### config.mk
export PLATFORM = sky130hd
export DESIGN_NAME = pllcfg_regbank
export DESIGN_NICKNAME = d
export VERILOG_FILES = /design/src/rtl/pllcfg_pkg.sv /design/src/rtl/pllcfg_sport.sv /design/src/rtl/pllcfg_dbuf.sv /design/src/rtl/pllcfg_ovr.sv /design/src/rtl/pllcfg_regbank.sv
export SDC_FILE = /design/constraint.sdc
export NUM_CORES = 1
export LEC_CHECK = 0
export ABC_AREA = 0
export CAP_MARGIN = 20
export CORE_MARGIN = 1
export CORE_UTILIZATION = 50
export DETAILED_ROUTE_END_ITERATION = 10
export PLACE_DENSITY = 0.8
export SETUP_SLACK_MARGIN = 0.2
export SYNTH_ARGS = -nofsm -noshare
export SYNTH_HDL_FRONTEND = slang
export SYNTH_SLANG_ARGS = --single-unit
### constraint.sdc
create_clock -name clk -period 7.3 [get_ports clk]
set_input_delay 1.095 -clock clk [delete_from_list [all_inputs] [get_ports clk]]
set_output_delay 1.095 -clock clk [all_outputs]
set_load 0.02 [all_outputs]
### src/rtl/pllcfg_pkg.sv
// Package: shared addresses, buffered-register layout and defaults for the
// PLL control register bank. Assumes byte-wide registers.
package pllcfg_pkg;
    localparam int          NBUF        = 4;
    localparam logic [7:0]  BUF_BASE    = 8'h0A;
    localparam logic [7:0]  ADDR_SPORT  = 8'h00;
    localparam logic [7:0]  ADDR_RBSEL  = 8'h04;
    localparam logic [7:0]  ADDR_UPDATE = 8'h05;
    localparam int          IDXW        = $clog2(NBUF);

    typedef logic [7:0] byte_t;

    // Writable-bit mask of buffered register i (offset from BUF_BASE)
    function automatic byte_t buf_mask(input int i);
        case (i)
            0:       return 8'hFF;
            1:       return 8'hFF;
            3:       return 8'hC0;
            default: return 8'h00;
        endcase
    endfunction

    // Reset value of buffered register i
    function automatic byte_t buf_default(input int i);
        case (i)
            0:       return 8'h80;
            1:       return 8'h30;
            default: return 8'h00;
        endcase
    endfunction
endpackage

### src/rtl/pllcfg_sport.sv
// Immediate-acting configuration: the bit-order flag, the readback select,
// and decode of the self-clearing soft-reset and update commands.
// Assumes one write per cycle; command outputs are single-cycle pulses.
module pllcfg_sport (
    input  logic clk,
    input  logic rst_n,
    input  logic wr_sport,
    input  logic wr_rbsel,
    input  logic wr_update,
    input  logic wbit6,
    input  logic wbit5,
    input  logic wbit0,
    output logic lsb_first,
    output logic rb_shadow,
    output logic soft_rst,
    output logic update
);
    // Commands are pulses; nothing is stored, so they read back as 0
    assign soft_rst = wr_sport & wbit5;
    assign update   = wr_update & wbit0;

    // Bit-order flag and readback select, both cleared by either reset
    always_ff @(posedge clk) begin
        if (!rst_n || soft_rst) begin
            lsb_first <= 1'b0;
            rb_shadow <= 1'b0;
        end else begin
            if (wr_sport)
                lsb_first <= wbit6;
            if (wr_rbsel)
                rb_shadow <= wbit0;
        end
    end
endmodule

### src/rtl/pllcfg_dbuf.sv
// Pending/active register pairs for the buffered registers. A write lands in
// the pending copy, masked to the writable bits. An update copies all pending
// registers to active. A soft reset beats an update and restores both copies.
module pllcfg_dbuf
    import pllcfg_pkg::*;
#(
    parameter int N  = NBUF,
    parameter int IW = IDXW
) (
    input  logic             clk,
    input  logic             rst_n,
    input  logic             soft_rst,
    input  logic             update,
    input  logic             wr_hit,
    input  logic [IW-1:0]    widx,
    input  byte_t            wdata,
    output logic [N-1:0][7:0] shadow,
    output logic [N-1:0][7:0] active
);
    for (genvar i = 0; i < N; i++) begin : g_reg
        localparam byte_t MASK = buf_mask(i);
        localparam byte_t DEF  = buf_default(i);

        // One pending/active pair: reset, masked write, then transfer
        always_ff @(posedge clk) begin
            if (!rst_n || soft_rst) begin
                shadow[i] <= DEF;
                active[i] <= DEF;
            end else begin
                if (wr_hit && widx == IW'(i))
                    shadow[i] <= wdata & MASK;
                if (update)
                    active[i] <= shadow[i];
            end
        end
    end
endmodule

### src/rtl/pllcfg_ovr.sv
// Chooses, field by field, between the automatic inputs and the active
// register values. Purely combinational.
module pllcfg_ovr (
    input  logic [7:0] cur_reg,
    input  logic [7:0] ctl_reg,
    input  logic [1:0] abl_reg,
    input  logic [7:0] auto_cur,
    input  logic [1:0] auto_mode,
    input  logic [1:0] auto_abl,
    output logic [7:0] cp_current,
    output logic [1:0] cp_mode,
    output logic [1:0] abl_period,
    output logic       fb_neg_edge,
    output logic       ref_neg_edge,
    output logic       vco_mid
);
    // Enables: bit 7 current, bit 6 antibacklash, bit 3 mode
    always_comb begin
        cp_current   = ctl_reg[7] ? cur_reg      : auto_cur;
        abl_period   = ctl_reg[6] ? abl_reg      : auto_abl;
        cp_mode      = ctl_reg[3] ? ctl_reg[5:4] : auto_mode;
        fb_neg_edge  = ctl_reg[2];
        ref_neg_edge = ctl_reg[1];
        vco_mid      = ctl_reg[0];
    end
endmodule

### src/rtl/pllcfg_regbank.sv
// Top of the PLL control register bank. Decodes byte accesses from the serial
// front end, holds immediate and buffered registers, drives the PLL control
// outputs and returns registered read data one cycle after rd_en.
// Assumes wr_en and rd_en are never high in the same cycle.
module pllcfg_regbank
    import pllcfg_pkg::*;
(
    input  logic       clk,
    input  logic       rst_n,
    input  logic [7:0] addr,
    input  logic [7:0] wdata,
    input  logic       wr_en,
    input  logic       rd_en,
    output logic [7:0] rdata,
    input  logic [7:0] auto_cp_current,
    input  logic [1:0] auto_cp_mode,
    input  logic [1:0] auto_abl_period,
    output logic       lsb_first,
    output logic [7:0] cp_current,
    output logic [1:0] cp_mode,
    output logic [1:0] abl_period,
    output logic       fb_neg_edge,
    output logic       ref_neg_edge,
    output logic       vco_mid
);
    logic               rb_shadow, soft_rst, update, buf_hit;
    logic [IDXW-1:0]    bidx;
    logic [7:0]         boff;
    logic [NBUF-1:0][7:0] shadow, active;
    byte_t              rd_byte;
    logic [3:0]         sport_nib;
    logic               unused_bits;

    // Offset into the buffered window and its hit flag
    assign boff    = addr - BUF_BASE;
    assign bidx    = boff[IDXW-1:0];
    assign buf_hit = (addr >= BUF_BASE) && (boff < 8'(NBUF));

    pllcfg_sport u_sport (
        .clk      (clk),
        .rst_n    (rst_n),
        .wr_sport (wr_en && addr == ADDR_SPORT),
        .wr_rbsel (wr_en && addr == ADDR_RBSEL),
        .wr_update(wr_en && addr == ADDR_UPDATE),
        .wbit6    (wdata[6]),
        .wbit5    (wdata[5]),
        .wbit0    (wdata[0]),
        .lsb_first(lsb_first),
        .rb_shadow(rb_shadow),
        .soft_rst (soft_rst),
        .update   (update)
    );

    pllcfg_dbuf #(.N(NBUF), .IW(IDXW)) u_dbuf (
        .clk     (clk),
        .rst_n   (rst_n),
        .soft_rst(soft_rst),
        .update  (update),
        .wr_hit  (wr_en && buf_hit),
        .widx    (bidx),
        .wdata   (wdata),
        .shadow  (shadow),
        .active  (active)
    );

    pllcfg_ovr u_ovr (
        .cur_reg     (active[0]),
        .ctl_reg     (active[1]),
        .abl_reg     (active[3][7:6]),
        .auto_cur    (auto_cp_current),
        .auto_mode   (auto_cp_mode),
        .auto_abl    (auto_abl_period),
        .cp_current  (cp_current),
        .cp_mode     (cp_mode),
        .abl_period  (abl_period),
        .fb_neg_edge (fb_neg_edge),
        .ref_neg_edge(ref_neg_edge),
        .vco_mid     (vco_mid)
    );

    // Active bytes with no control function are only visible on readback
    assign unused_bits = ^{active[2], active[3][5:0]};

    // 0x00 upper nibble: forced 0, bit-order flag, self-clearing 0, forced 1
    assign sport_nib = {1'b0, lsb_first, 1'b0, 1'b1};

    // Read selection for the addressed byte
    always_comb begin
        if (addr == ADDR_SPORT)
            rd_byte = {sport_nib, sport_nib};
        else if (addr == ADDR_RBSEL)
            rd_byte = {7'b0, rb_shadow};
        else if (buf_hit)
            rd_byte = rb_shadow ? shadow[bidx] : active[bidx];
        else
            rd_byte = 8'h00;
    end

    // Registered read data, held between reads
    always_ff @(posedge clk) begin
        if (!rst_n)
            rdata <= 8'h00;
        else if (rd_en)
            rdata <= rd_byte;
    end
endmodule

After elaboration in Yosys (flattened, before gate mapping)
Index checks and enable logic that the tools add are counted.
{"block": "op_classes", "n_reduce_logical": 12, "order_cmp": 3, "bitwise": 2, "n_mux": 11, "n_addsub": 1, "eq_ne": 4}
{"op": "$mux W8", "count": 7}
{"op": "$bmux W8 S2", "count": 2}
{"op": "$eq A8 B3 Y1 const B", "count": 2}
{"op": "$ge A8 B4 Y1 const B", "count": 1}
{"op": "$logic_and A1 B1 Y1", "count": 8}
{"op": "$logic_not A8 Y1", "count": 1}
{"op": "$lt A8 B3 Y1 const B", "count": 1}
{"op": "$sub A8 B4 Y8 const B", "count": 1}
{"op": "$mux W2", "count": 2}
{"op": "$lt A2 B3 Y1 const B", "count": 1}
{"op": "$and A1 B1 Y1", "count": 2}
{"op": "$eq A2 B1 Y1 const B", "count": 1}
{"op": "$eq A2 B2 Y1 const B", "count": 1}
{"op": "$logic_not A2 Y1", "count": 1}
{"op": "$logic_not A1 Y1", "count": 1}
{"op": "$logic_or A1 B1 Y1", "count": 1}
{"block": "totals", "ff_bits": 46, "in_bits": 32, "output_inout_bits": 24}

Longest topological paths before layout
Gate-level depths: netlist (run 1).
{"block": "logic_depth", "ltp_word": 7, "ltp_mapped": 9, "depth_no_buf": 6}

Hierarchy
From an unflattened synthesis (run 1), not the netlist that was laid out.
{"block": "unflattened", "hier_cells": 277, "area_unflattened_um2": 2917.8}
{"module": "pllcfg_dbuf", "instances": 1, "seq_area_each_um2": 720.7, "cells_per_inst": 164, "area_each_um2": 1672.9}
{"module": "pllcfg_regbank", "instances": 1, "seq_area_each_um2": 160.2, "cells_per_inst": 88, "area_each_um2": 948.4}
{"module": "pllcfg_ovr", "instances": 1, "seq_area_each_um2": 0.0, "cells_per_inst": 16, "area_each_um2": 198.9}
{"module": "pllcfg_sport", "instances": 1, "seq_area_each_um2": 40.0, "cells_per_inst": 9, "area_each_um2": 97.6}

Worst setup path before layout (run 1)
OpenSTA, ideal clock, no wires.
{"block": "synth_path", "kind": "input to register", "start": "in addr[1]", "end": "reg rdata[6]", "required_ns": 7.230, "stages": 8, "arrival_ns": 3.141, "setup_slack_ns": 4.089, "n_path_buf": 2, "path_cell_list": "clkbuf_1 inv_1 ha_1 or4b_4 or2_0 buf_2 or4_1 a21oi_1"}
{"block": "synth_between", "elab_chain_len": 7, "word_cells_on_any_way": 14}
{"element": "start, declared", "line": "pllcfg_regbank.sv:10", "rtl": "input logic [7:0] addr,"}
{"element": "branches (longest 6 deep; another with $sub A8 B4 Y8)"}
{"element": "$mux W8 (*)", "line": "pllcfg_regbank.sv:89", "rtl": "if (addr == ADDR_SPORT)"}
{"element": "end signal, assigned", "line": "pllcfg_regbank.sv:104", "rtl": "rdata <= rd_byte;"}
{"element": "end, declared", "line": "pllcfg_regbank.sv:14", "rtl": "output logic [7:0] rdata,"}
Every way passes the cells marked *. The select of a mux whose other input is x is not followed.
A chain may end at the register's enable or synchronous reset.

Worst setup path after layout (run 1)
{"block": "layout_path", "start": "in addr[1]", "end": "reg rdata[2]"}
The elaborated chain is that of the path after synthesis.

==> results of run 1 <==
[Yosys cell counts]
| master | instances |
|---|---|
| a21boi_0 | 1 |
| a21oi_1 | 16 |
| a221oi_1 | 4 |
| a31o_2 | 3 |
| a31oi_1 | 5 |
| a32o_1 | 1 |
| a41oi_1 | 1 |
| and2_1 | 3 |
| and3_1 | 3 |
| and4_1 | 1 |
| buf_1 | 3 |
| buf_2 | 6 |
| clkbuf_1 | 12 |
| dfxtp_1 | 46 |
| ha_1 | 1 |
| inv_1 | 4 |
| mux2_2 | 16 |
| mux2i_1 | 20 |
| mux4_2 | 6 |
| nand2_1 | 6 |
| nand2b_1 | 2 |
| nand3_1 | 3 |
| nand3b_1 | 1 |
| nand4_1 | 17 |
| nor2_1 | 19 |
| nor2b_1 | 1 |
| nor3_1 | 4 |
| nor3b_1 | 3 |
| nor4_1 | 4 |
| o211ai_1 | 1 |
| o21a_1 | 1 |
| o21ai_0 | 8 |
| o31ai_1 | 14 |
| or2_0 | 1 |
| or4_1 | 2 |
| or4b_4 | 1 |
| xnor2_1 | 3 |
| xor2_1 | 1 |
[kinds of logic after synthesis]
| group | synth area share (%) |
|---|---|
| fa+ha+maj | 0.536 |
| flops | 39.4 |
| xor+xnor | 1.50 |
| mux | 22.1 |
| compound gates | 15.4 |
| buf+inv | 4.34 |
| simple gates | 16.7 |
[area by class of cell]
| class | count | area, sq um | area share (%) |
|---|---|---|---|
| Clock buffer | 5 | 68.8 | 2.30 |
| Clock inverter | 3 | 23.8 | 0.793 |
| Inverter | 4 | 15.0 | 0.501 |
| Multi-Input combinational cell | 173 | 1310 | 43.8 |
| Sequential cell | 46 | 921 | 30.7 |
| Tap cell | 52 | 65.1 | 2.17 |
| Timing Repair Buffer | 59 | 592 | 19.7 |
[registers in the layout, summed over array words and instances (netlist names)]
register / cells
rdata: 8
u_dbuf.active: 18
u_dbuf.shadow: 18
u_sport.lsb_first: 1
u_sport.rb_shadow: 1
[metal layers]
layer	up-vias	wire, um	track usage, %
li1	1015	-	-
met1	1047	2810	38.0
met2	104	2720	38.0
met3	10	521	5.05
met4	0	80	6.89
met5	-	0	0
[layout by cell type, fill, tap and decap left out, types with 3 or more instances in the layout]
cell type / netlist / routed
clkdlybuf4s50_1: 0 / 55
dfxtp_1: 46 / 46
mux2i_1: 20 / 20
nor2_1: 19 / 19
nand4_1: 17 / 17
mux2_2: 16 / 16
a21oi_1: 16 / 16
o31ai_1: 14 / 14
o21ai_0: 8 / 8
nand2_1: 6 / 6
mux4_2: 6 / 6
a31oi_1: 5 / 5
clkbuf_8: 0 / 5
inv_1: 4 / 4
nor3_1: 4 / 4
nor4_1: 4 / 4
a221oi_1: 4 / 4
and2_1: 3 / 3
and3_1: 3 / 3
xnor2_1: 3 / 3
nand3_1: 3 / 3
nor3b_1: 3 / 3
a31o_2: 3 / 3
[stage by stage]
stage                     hold WS, ns  total power (uW)
after floorplan                 0.453               292
after global placement          0.472               327
after detailed placement        0.480               328
after CTS                       0.493               485
after global routing            0.517               503
final                           0.493               487
[final timing paths]
| path | slack, ns | depth (start not counted) | endpoint |
|---|---|---|---|
| max | 3.50 | 7 | rdata[2]$_SDFFE_PN0P_ |
| min | 0.49 | 2 | u_dbuf.shadow[1]$_SDFFE_PP0P_ |
| max reg2reg | 5.46 | 3 | rdata[1]$_SDFFE_PN0P_ |
| min reg2reg | 0.49 | 2 | u_dbuf.shadow[1]$_SDFFE_PP0P_ |
[worst max-delay path, cell delays in order]
cell             delay [ns]
clkdlybuf4s50_1        0.72
inv_1                  0.12
ha_1                   0.29
or4b_4                 0.47
nor2_1                 0.88
nand4_1                0.25
a21oi_1                0.20
[power groups by stage]
stage                     combinational, uW  sequential, uW  clock (uW)
final                                  71.5             253         163
after global routing                   75.7             253         174
after CTS                              70.2             253         162
after detailed placement               69.8             259           0
after global placement                 69.0             258           0
after floorplan                        32.7             260           0
==> metrics, run 1 <==
Netlist Area Pre-Place=between 0.002 and 0.0025 sq mm; Die Y=70.3 um; switch share=~27%; fin cells=342; status=complete, no violations; cells after synthesis=244; routed length per instance=~18 um; DRC Markers=0; leakage=0.000983 uW; Fmax=263 MHz; Final Hold Fails=0; GRT Overall Usage=25.7%; placed cells=between 300 and 400; routed wire length=~6 mm; num rows=24; Yosys reg bits=46; # diodes=0; Final setup viols=0; Tcrit/Tclk final=a little over half; placed inst area=0.00288 sq mm; Worst Path Arrival=4.05 ns; largest cells by area after synthesis=dfxtp_1 39%, mux2i_1 8.6%, mux2_2 7.7%; Synth top area share=39.4%; VDD IR max=0.128 mV; Logic pwr share=approximately 15%; Layout area overhead=28.4%; startpoint types=input port; Final ANT Viol Nets=0; TritonCTS buffer count=5; Final Max Slew Viols=0; final instance area=0.00300 sq mm; port buffer count=55; RSZ-0062 raised after global routing=false; Setup WS pre-CTS=3.14 ns; DR vias/cell=around 6.4; clk sink count=46; crit end category=flop; first-pass GRT wire length=~10 mm; GPL Wtd Cong=0.916; WP data required=7.55 ns; initial antenna violation count=0; final worst slack=3.50 ns; Setup Buffers After CTS=0; CP Class=in2reg; Reg power frac=between 50% and 60%; post-CTS resize count=0; clock-pin slew on the worst setup and hold paths=0.10 ns; P_int=353 uW; cts hold-fix bufs=0; starting density of the core=52.9%; H-tree depth=2; Vias=2176; Core Box Area=approximately 0.0044 sq mm; DR pass1 iterations=4; CP startpoint=addr[1]; root buffer cell=clkbuf_8; # fillers=375; worst-path fanout max=17; synthesized net count=around 280; width of the chip=around 70 um; die footprint=slightly below 0.005 sq mm; leading area contributor after synthesis=dfxtp_1; total number of yosys warnings=0; pwr dens=~160 mW/mm^2; tightest slew margin relative to the limit=22.8%; worst slew pin tran=approximately 1.2 ns; I/O Pins=56; worst-skew pair later-pin latency=~0.31 ns; Yosys cell types=38; DP HPWL=slightly above 4 mm; sequential area share after synthesis=39.4%; vias in the first global route=1902; Overflow after GRT=0; syn_area_per_cell=about 9.6 sq um; Layout Nets=322; Hold Path Class=reg2reg; Clk pwr share=between 30% and 40%; max capacitance violation total=0; largest net degree at the start of global routing=32; worst r2r src=u_sport.rb_shadow$_SDFFE_PP0P_; CTS tree=done; hold path startpoint=u_dbuf.shadow[1]$_SDFFE_PP0P_; layout cell share with drive strength beyond 1=about an eighth; clk buf depth=2; post-route minimum period=3.80 ns; NetSw=134 uW; Layout Utilization=67.9%; worst clock skew=approximately 0.012 ns; Fin Setup TNS=0 ns; First DRT Iteration DRCs=199
Power figures use the tool's default switching activity.
==> inputs of run 2 (changes only) <==
CORE_UTILIZATION = 45   (was 50)
PLACE_DENSITY = 0.76   (was 0.8)
clock period = 3.3 ns   (was 7.3 ns; I/O delays follow)
==> run 2 against run 1 <==
  * Non-clock buffer count is 5 higher
  * Routed wire length is 0.20% higher
  * Combinational power is 130% higher
  * Critical path type unchanged
  * Critical endpoint is now u_dbuf.shadow[30]$_SDFFE_PP0P_
==> metrics, run 2 (synthesized netlist as in run 1, its figures left out) <==
worst hold endpoint=u_dbuf.shadow[10]$_SDFFE_PP0P_ (was u_dbuf.shadow[1]$_SDFFE_PP0P_); # diodes=0 (unchanged); startpoint types=input port (unchanged); DR pass1 iterations=4 (unchanged); largest net degree at the start of global routing=32 (unchanged); GPL Wtd Cong=0.927 (was 0.916); Core Box Area=0.00485 sq mm (was 0.00441 sq mm); H-tree depth=2 (unchanged); DRC Markers=0 (unchanged); TritonCTS buffer count=5 (unchanged); Layout area overhead=30.9% (was 28.4%); switch share=24.0% (was 27.5%); post-CTS resize count=0 (unchanged); Hold Path Stages=2 (unchanged); placed inst area=0.00295 sq mm (was 0.00288 sq mm); max capacitance violation total=0 (unchanged); Vias=2112 (was 2176); Final Max Slew Viols=0 (unchanged); P_int=859 uW (was 353 uW); I/O Pins=56 (unchanged); Final ANT Viol Nets=0 (unchanged); Overflow after GRT=0 (unchanged); pwr dens=370 mW/mm^2 (was 162 mW/mm^2); clk buf depth=2 (unchanged); leakage=0.00102 uW (was 0.000983 uW); crit end category=flop (unchanged); worst reg2reg path depth=3 (unchanged); footprint of the multi-input gates=0.00131 sq mm (unchanged); Clk pwr share=36.3% (was 33.4%); Final setup viols=0 (unchanged); Fmax=382 MHz; hold path startpoint=u_dbuf.shadow[10]$_SDFFE_PP0P_ (was u_dbuf.shadow[1]$_SDFFE_PP0P_); worst r2r src=u_sport.rb_shadow$_SDFFE_PP0P_ (unchanged); final instance area=0.00306 sq mm (was 0.00300 sq mm); Reg power frac=49.4% (was 51.9%); Fin Setup TNS=0 ns (unchanged); GRT Overall Usage=23.3% (was 25.7%); worst slew pin tran=0.678 ns (was 1.15 ns); num rows=25 (was 24); first-pass GRT wire length=9.59 mm (was 10.0 mm); DP HPWL=4.23 mm (was 4.15 mm); WP data required=3.47 ns (was 7.55 ns); port buffer count=55 (unchanged); NetSw=271 uW (was 134 uW); Logic pwr share=14.3% (was 14.7%); clock-pin slew on the worst setup and hold paths=0.08 ns (was 0.10 ns); status=complete, no violations (unchanged); Reg-to-Reg End=rdata[1]$_SDFFE_PN0P_ (unchanged); most frequent cells in the layout=55 x clkdlybuf4s50_1, 46 x dfxtp_1, 20 x mux2i_1 (unchanged); clk sink count=46 (unchanged); Die Y=74.0 um (was 70.3 um); CTS tree=done (unchanged); First DRT Iteration DRCs=179 (was 199); # fillers=432 (was 375); DR vias/cell=5.83 (was 6.36); CP Class=in2reg (unchanged); most common cell after layout, fill and taps aside=clkdlybuf4s50_1 (unchanged); initial antenna violation count=0 (unchanged); RSZ-0062 raised after global routing=false (unchanged); Layout Nets=327 (was 322); Worst Path Arrival=2.79 ns (was 4.05 ns); Hold Path Class=reg2reg (unchanged); Setup Buffers After CTS=0 (unchanged); biggest regs=u_dbuf.active (18), u_dbuf.shadow (18), rdata (8) (unchanged); root buffer cell=clkbuf_8 (unchanged); Final Hold Fails=0 (unchanged); routed wire length=6.14 mm (was 6.13 mm); worst clock skew=0.00259 ns (was 0.0123 ns); die footprint=0.00548 sq mm (was 0.00495 sq mm); routed length per instance=17.0 um (was 17.9 um); CP startpoint=addr[2] (was addr[1]); layout cell share with drive strength beyond 1=13.9% (was 13.1%); post-route minimum period=roughly 2.6 ns; worst-skew pair later-pin latency=0.29 ns (was 0.31 ns); width of the chip=74.0 um (was 70.3 um); Tcrit/Tclk final=79.3%; cts hold-fix bufs=0 (unchanged); VDD IR max=0.339 mV (was 0.128 mV); tightest slew margin relative to the limit=54.5% (was 22.8%); starting density of the core=48.2% (was 52.9%); vias in the first global route=1898 (was 1902); Seq. cell area=921 sq um (unchanged); worst-path fanout max=18 (was 17); r2r setup slk=1.45 ns (was 5.46 ns)
run 2: cell count changes in the layout (fill, tap and decap cells not counted):
cell        delta
buf_4          +7
clkbuf_1       +2
clkinvlp_4     -2
buf_6          -1
buf_8          -1
bufinv_16      +1
inv_6          -1
run 2: power groups by stage:
stage / Sequential, uW / Combinational (uW) / Clock (uW)
6_report: 559 / 161 / 410
3_3_place_gp: 572 / 157 / 0
3_5_place_dp: 572 / 158 / 0
4_1_cts: 559 / 160 / 415
2_1_floorplan: 575 / 72.3 / 0
5_1_grt: 559 / 170 / 444
run 2: cell type report:
cell class                      instances  share of cell area (%)
Tap cell                               67                    2.74
Sequential cell                        46                    30.1
Clock buffer                            7                    2.50
Multi-Input combinational cell        173                    42.9
Timing Repair Buffer                   64                    20.2
Clock inverter                          1                   0.982
Inverter                                4                   0.491
run 2: critical path: stages:
cell and delay, ns:
clkdlybuf4s50_1 0.54, inv_1 0.13, ha_1 0.29, or4b_4 0.48
or2_0 0.24, buf_4 0.22, o31ai_1 0.28, a21oi_1 0.11
run 2: through the flow:
stage / hold slack [ns] / setup WS, ns / std cells / utilization, % / power (uW)
after floorplan: 0.453 / 0.689 / 244 / - / 647
after global placement: 0.473 / 0.493 / 354 / 60.9 / 728
after detailed placement: 0.482 / 0.412 / 354 / 60.9 / 730
after CTS: 0.496 / 0.703 / 362 / 63.0 / 1130
after global routing: 0.521 / 0.570 / 362 / 63.0 / 1170
final: 0.493 / 0.684 / 362 / 63.0 / 1130
run 2: worst max-delay path by stage:
stage                                           to  slack [ns]  depth (start not counted)
floorplan                    rdata[6]$_SDFFE_PN0P_        0.69                          8
global placement             rdata[4]$_SDFFE_PN0P_        0.49                          7
detailed placement           rdata[0]$_SDFFE_PN0P_        0.41                          7
CTS                 u_dbuf.shadow[30]$_SDFFE_PP0P_        0.70                          8
global route                 rdata[1]$_SDFFE_PN0P_        0.57                          7
finish              u_dbuf.shadow[30]$_SDFFE_PP0P_        0.68                          8
run 2: routing by layer:
| metal | vias up | wire length [um] | track usage, % |
|---|---|---|---|
| met5 | - | 0 | 0 |
| met4 | 0 | 57 | 7.91 |
| met3 | 4 | 451 | 3.52 |
| met2 | 96 | 2860 | 37.1 |
| met1 | 984 | 2770 | 32.4 |
| li1 | 1028 | - | - |
==> inputs of run 3 (changes only) <==
clock period = 2.4 ns   (was 3.3 ns; I/O delays follow)
==> run 3 against run 2 <==
  * Cell count is 2.8% higher
  * Total power is 39% higher
  * Clock skew hardly changed
  * Hold slack better by 0.0061 ns
  * Clock power is 37% higher
  * Register-to-register slack worse by 0.88 ns
  * Setup slack worse by 0.39 ns
  * Sequential share of layout area is 1.1 points lower
  * Cell area is 3.8% higher
  * Global-route usage is 1.4 points higher
==> metrics, run 3 (synthesized netlist as in run 1, its figures left out) <==
Design Power=1570 uW (was 1130 uW); max capacitance violation total=0 (unchanged); Final setup viols=0 (unchanged); worst slew pin tran=0.645 ns (was 0.678 ns); DRC Markers=0 (unchanged); width of the chip=74.0 um (unchanged); port buffer count=55 (unchanged); GPL Wtd Cong=0.856 (was 0.927); starting density of the core=48.2% (unchanged); DR vias/cell=5.82 (was 5.83); clock-pin slew on the worst setup and hold paths=0.08 ns (about the same); root buffer cell=clkbuf_8 (unchanged); Hold Path Class=reg2reg (unchanged); crit end category=flop (unchanged); num rows=25 (unchanged); Fmax=476 MHz; Final ANT Viol Nets=0 (unchanged); Layout area overhead=35.9% (was 30.9%); routed length per instance=17.1 um (was 17.0 um); WP data required=2.59 ns (was 3.47 ns); status=complete, no violations (unchanged); largest net degree at the start of global routing=32 (unchanged); vias in the first global route=2051 (was 1898); Tcrit/Tclk final=87.6%; biggest regs=u_dbuf.active (18), u_dbuf.shadow (18), rdata (8) (unchanged); I/O Pins=56 (unchanged); clk buf depth=2 (unchanged); Seq. cell area=922 sq um (was 921 sq um); GRT Overall Usage=24.8% (was 23.3%); worst clock skew=0.00268 ns (was 0.00259 ns); Vias=2165 (was 2112); layout cell share with drive strength beyond 1=18.0% (was 13.9%); worst-skew pair later-pin latency=0.30 ns (was 0.29 ns); initial antenna violation count=0 (unchanged); RSZ-0062 raised after global routing=false (unchanged); Critical Path Max Stage Delay=0.46 ns (was 0.54 ns); First DRT Iteration DRCs=107 (was 179); Layout Nets=337 (was 327); Overflow after GRT=0 (unchanged); pwr dens=494 mW/mm^2 (was 370 mW/mm^2); final worst slack=0.297 ns (was 0.684 ns); slowest stage cell, crit path=or4b_4 (was clkdlybuf4s50_1); placed inst area=0.00305 sq mm (was 0.00295 sq mm); CP Class=in2reg (unchanged); DP HPWL=4.54 mm (was 4.23 mm); Final Max Slew Viols=0 (unchanged); TritonCTS buffer count=5 (unchanged); CP cell instances=dlygate4sd2_1, inv_1, ha_1, or4b_4, or2_0, buf_4, o31ai_1, a21oi_1 (was clkdlybuf4s50_1, inv_1, ha_1, or4b_4, or2_0, buf_4, o31ai_1, a21oi_1); CTS tree=done (unchanged); final instance area=0.00317 sq mm (was 0.00306 sq mm); H-tree depth=2 (unchanged); worst-path fanout max=17 (was 18); first-pass GRT wire length=10.3 mm (was 9.59 mm); Final Hold Fails=0 (unchanged); Core Box Area=0.00485 sq mm (unchanged); tightest slew margin relative to the limit=57.0% (was 54.5%); leakage=0.00109 uW (was 0.00102 uW); footprint of the multi-input gates=0.00133 sq mm (was 0.00131 sq mm); Die Y=74.0 um (unchanged); # fillers=433 (was 432); Setup WS pre-CTS=-0.251 ns (was 0.412 ns); DR pass1 iterations=4 (unchanged); VDD IR max=0.295 mV (was 0.339 mV); clk sink count=46 (unchanged); post-route minimum period=2.10 ns; most frequent cells in the layout=53 x clkdlybuf4s50_1, 45 x dfxtp_1, 20 x mux2i_1 (was 55 x clkdlybuf4s50_1, 46 x dfxtp_1, 20 x mux2i_1); startpoint types=input port (unchanged); most common cell after layout, fill and taps aside=clkdlybuf4s50_1 (unchanged); # diodes=0 (unchanged); routed wire length=6.38 mm (was 6.14 mm); Setup Buffers After CTS=0 (unchanged); die footprint=0.00548 sq mm (unchanged); Worst Path Arrival=2.29 ns (was 2.79 ns)
run 3: layout make-up:
class / instances / share of cell area [%]
inverter: 4 / 0.473
clock inverter: 1 / 0.947
tap: 67 / 2.64
timing repair buffer: 74 / 22.6
multi-input combinational: 173 / 41.9
sequential: 46 / 29.1
clock buffer: 7 / 2.41
run 3: worst paths after layout:
check                                 startpoint                              to  slack, ns  depth (start not counted)
hold / removal    u_dbuf.shadow[30]$_SDFFE_PP0P_  u_dbuf.shadow[30]$_SDFFE_PP0P_       0.50                          2
hold reg to reg   u_dbuf.shadow[30]$_SDFFE_PP0P_  u_dbuf.shadow[30]$_SDFFE_PP0P_       0.50                          2
setup / recovery                         addr[1]   u_dbuf.shadow[1]$_SDFFE_PP0P_       0.30                          8
setup reg to reg  u_sport.rb_shadow$_SDFFE_PP0P_           rdata[1]$_SDFFE_PN0P_       0.57                          3
run 3: critical path, delay by kind of cell:
kind	cells	cell delay [ns]
buffers and inverters	3	0.50
AO/OA/AOI/OAI	2	0.42
adder cells (fa/ha/maj)	1	0.27
AND/OR/NAND/NOR	2	0.73
run 3: routing by layer:
metal / up-vias / part of all wire [%] / wire [um] / track usage, %
li1: 1043 / - / - / -
met2: 77 / 46 / 2930 / 38.4
met5: - / 0 / 0 / 0
met4: 0 / 0.71 / 45 / 6.84
met3: 5 / 6.0 / 382 / 5.01
met1: 1040 / 47 / 3020 / 35.0
run 3: repair_timing:
action | CTS | global route
resized for setup | 6 | 0
hold buffers | 0 | 0
endpoints found under the setup margin | 32 | 0
run 3: stage by stage:
stage                     instances  TNS, ns  hold slack, ns  utilization (%)
after CTS                       372        0           0.498             65.4
after global routing            372        0           0.520             65.4
after detailed placement        364    -4.13           0.484             62.9
after floorplan                 244        0           0.453                -
after global placement          364    -3.17           0.471             62.9
final                           372        0           0.499             65.4
run 3: where the power goes:
part	leakage, uW	total, uW	switching [uW]	internal (uW)
registers	0.000372	768	2.08	766
logic	0.000662	236	122	114
clock network	0.0000524	563	252	312
total	0.00109	1570	376	1190
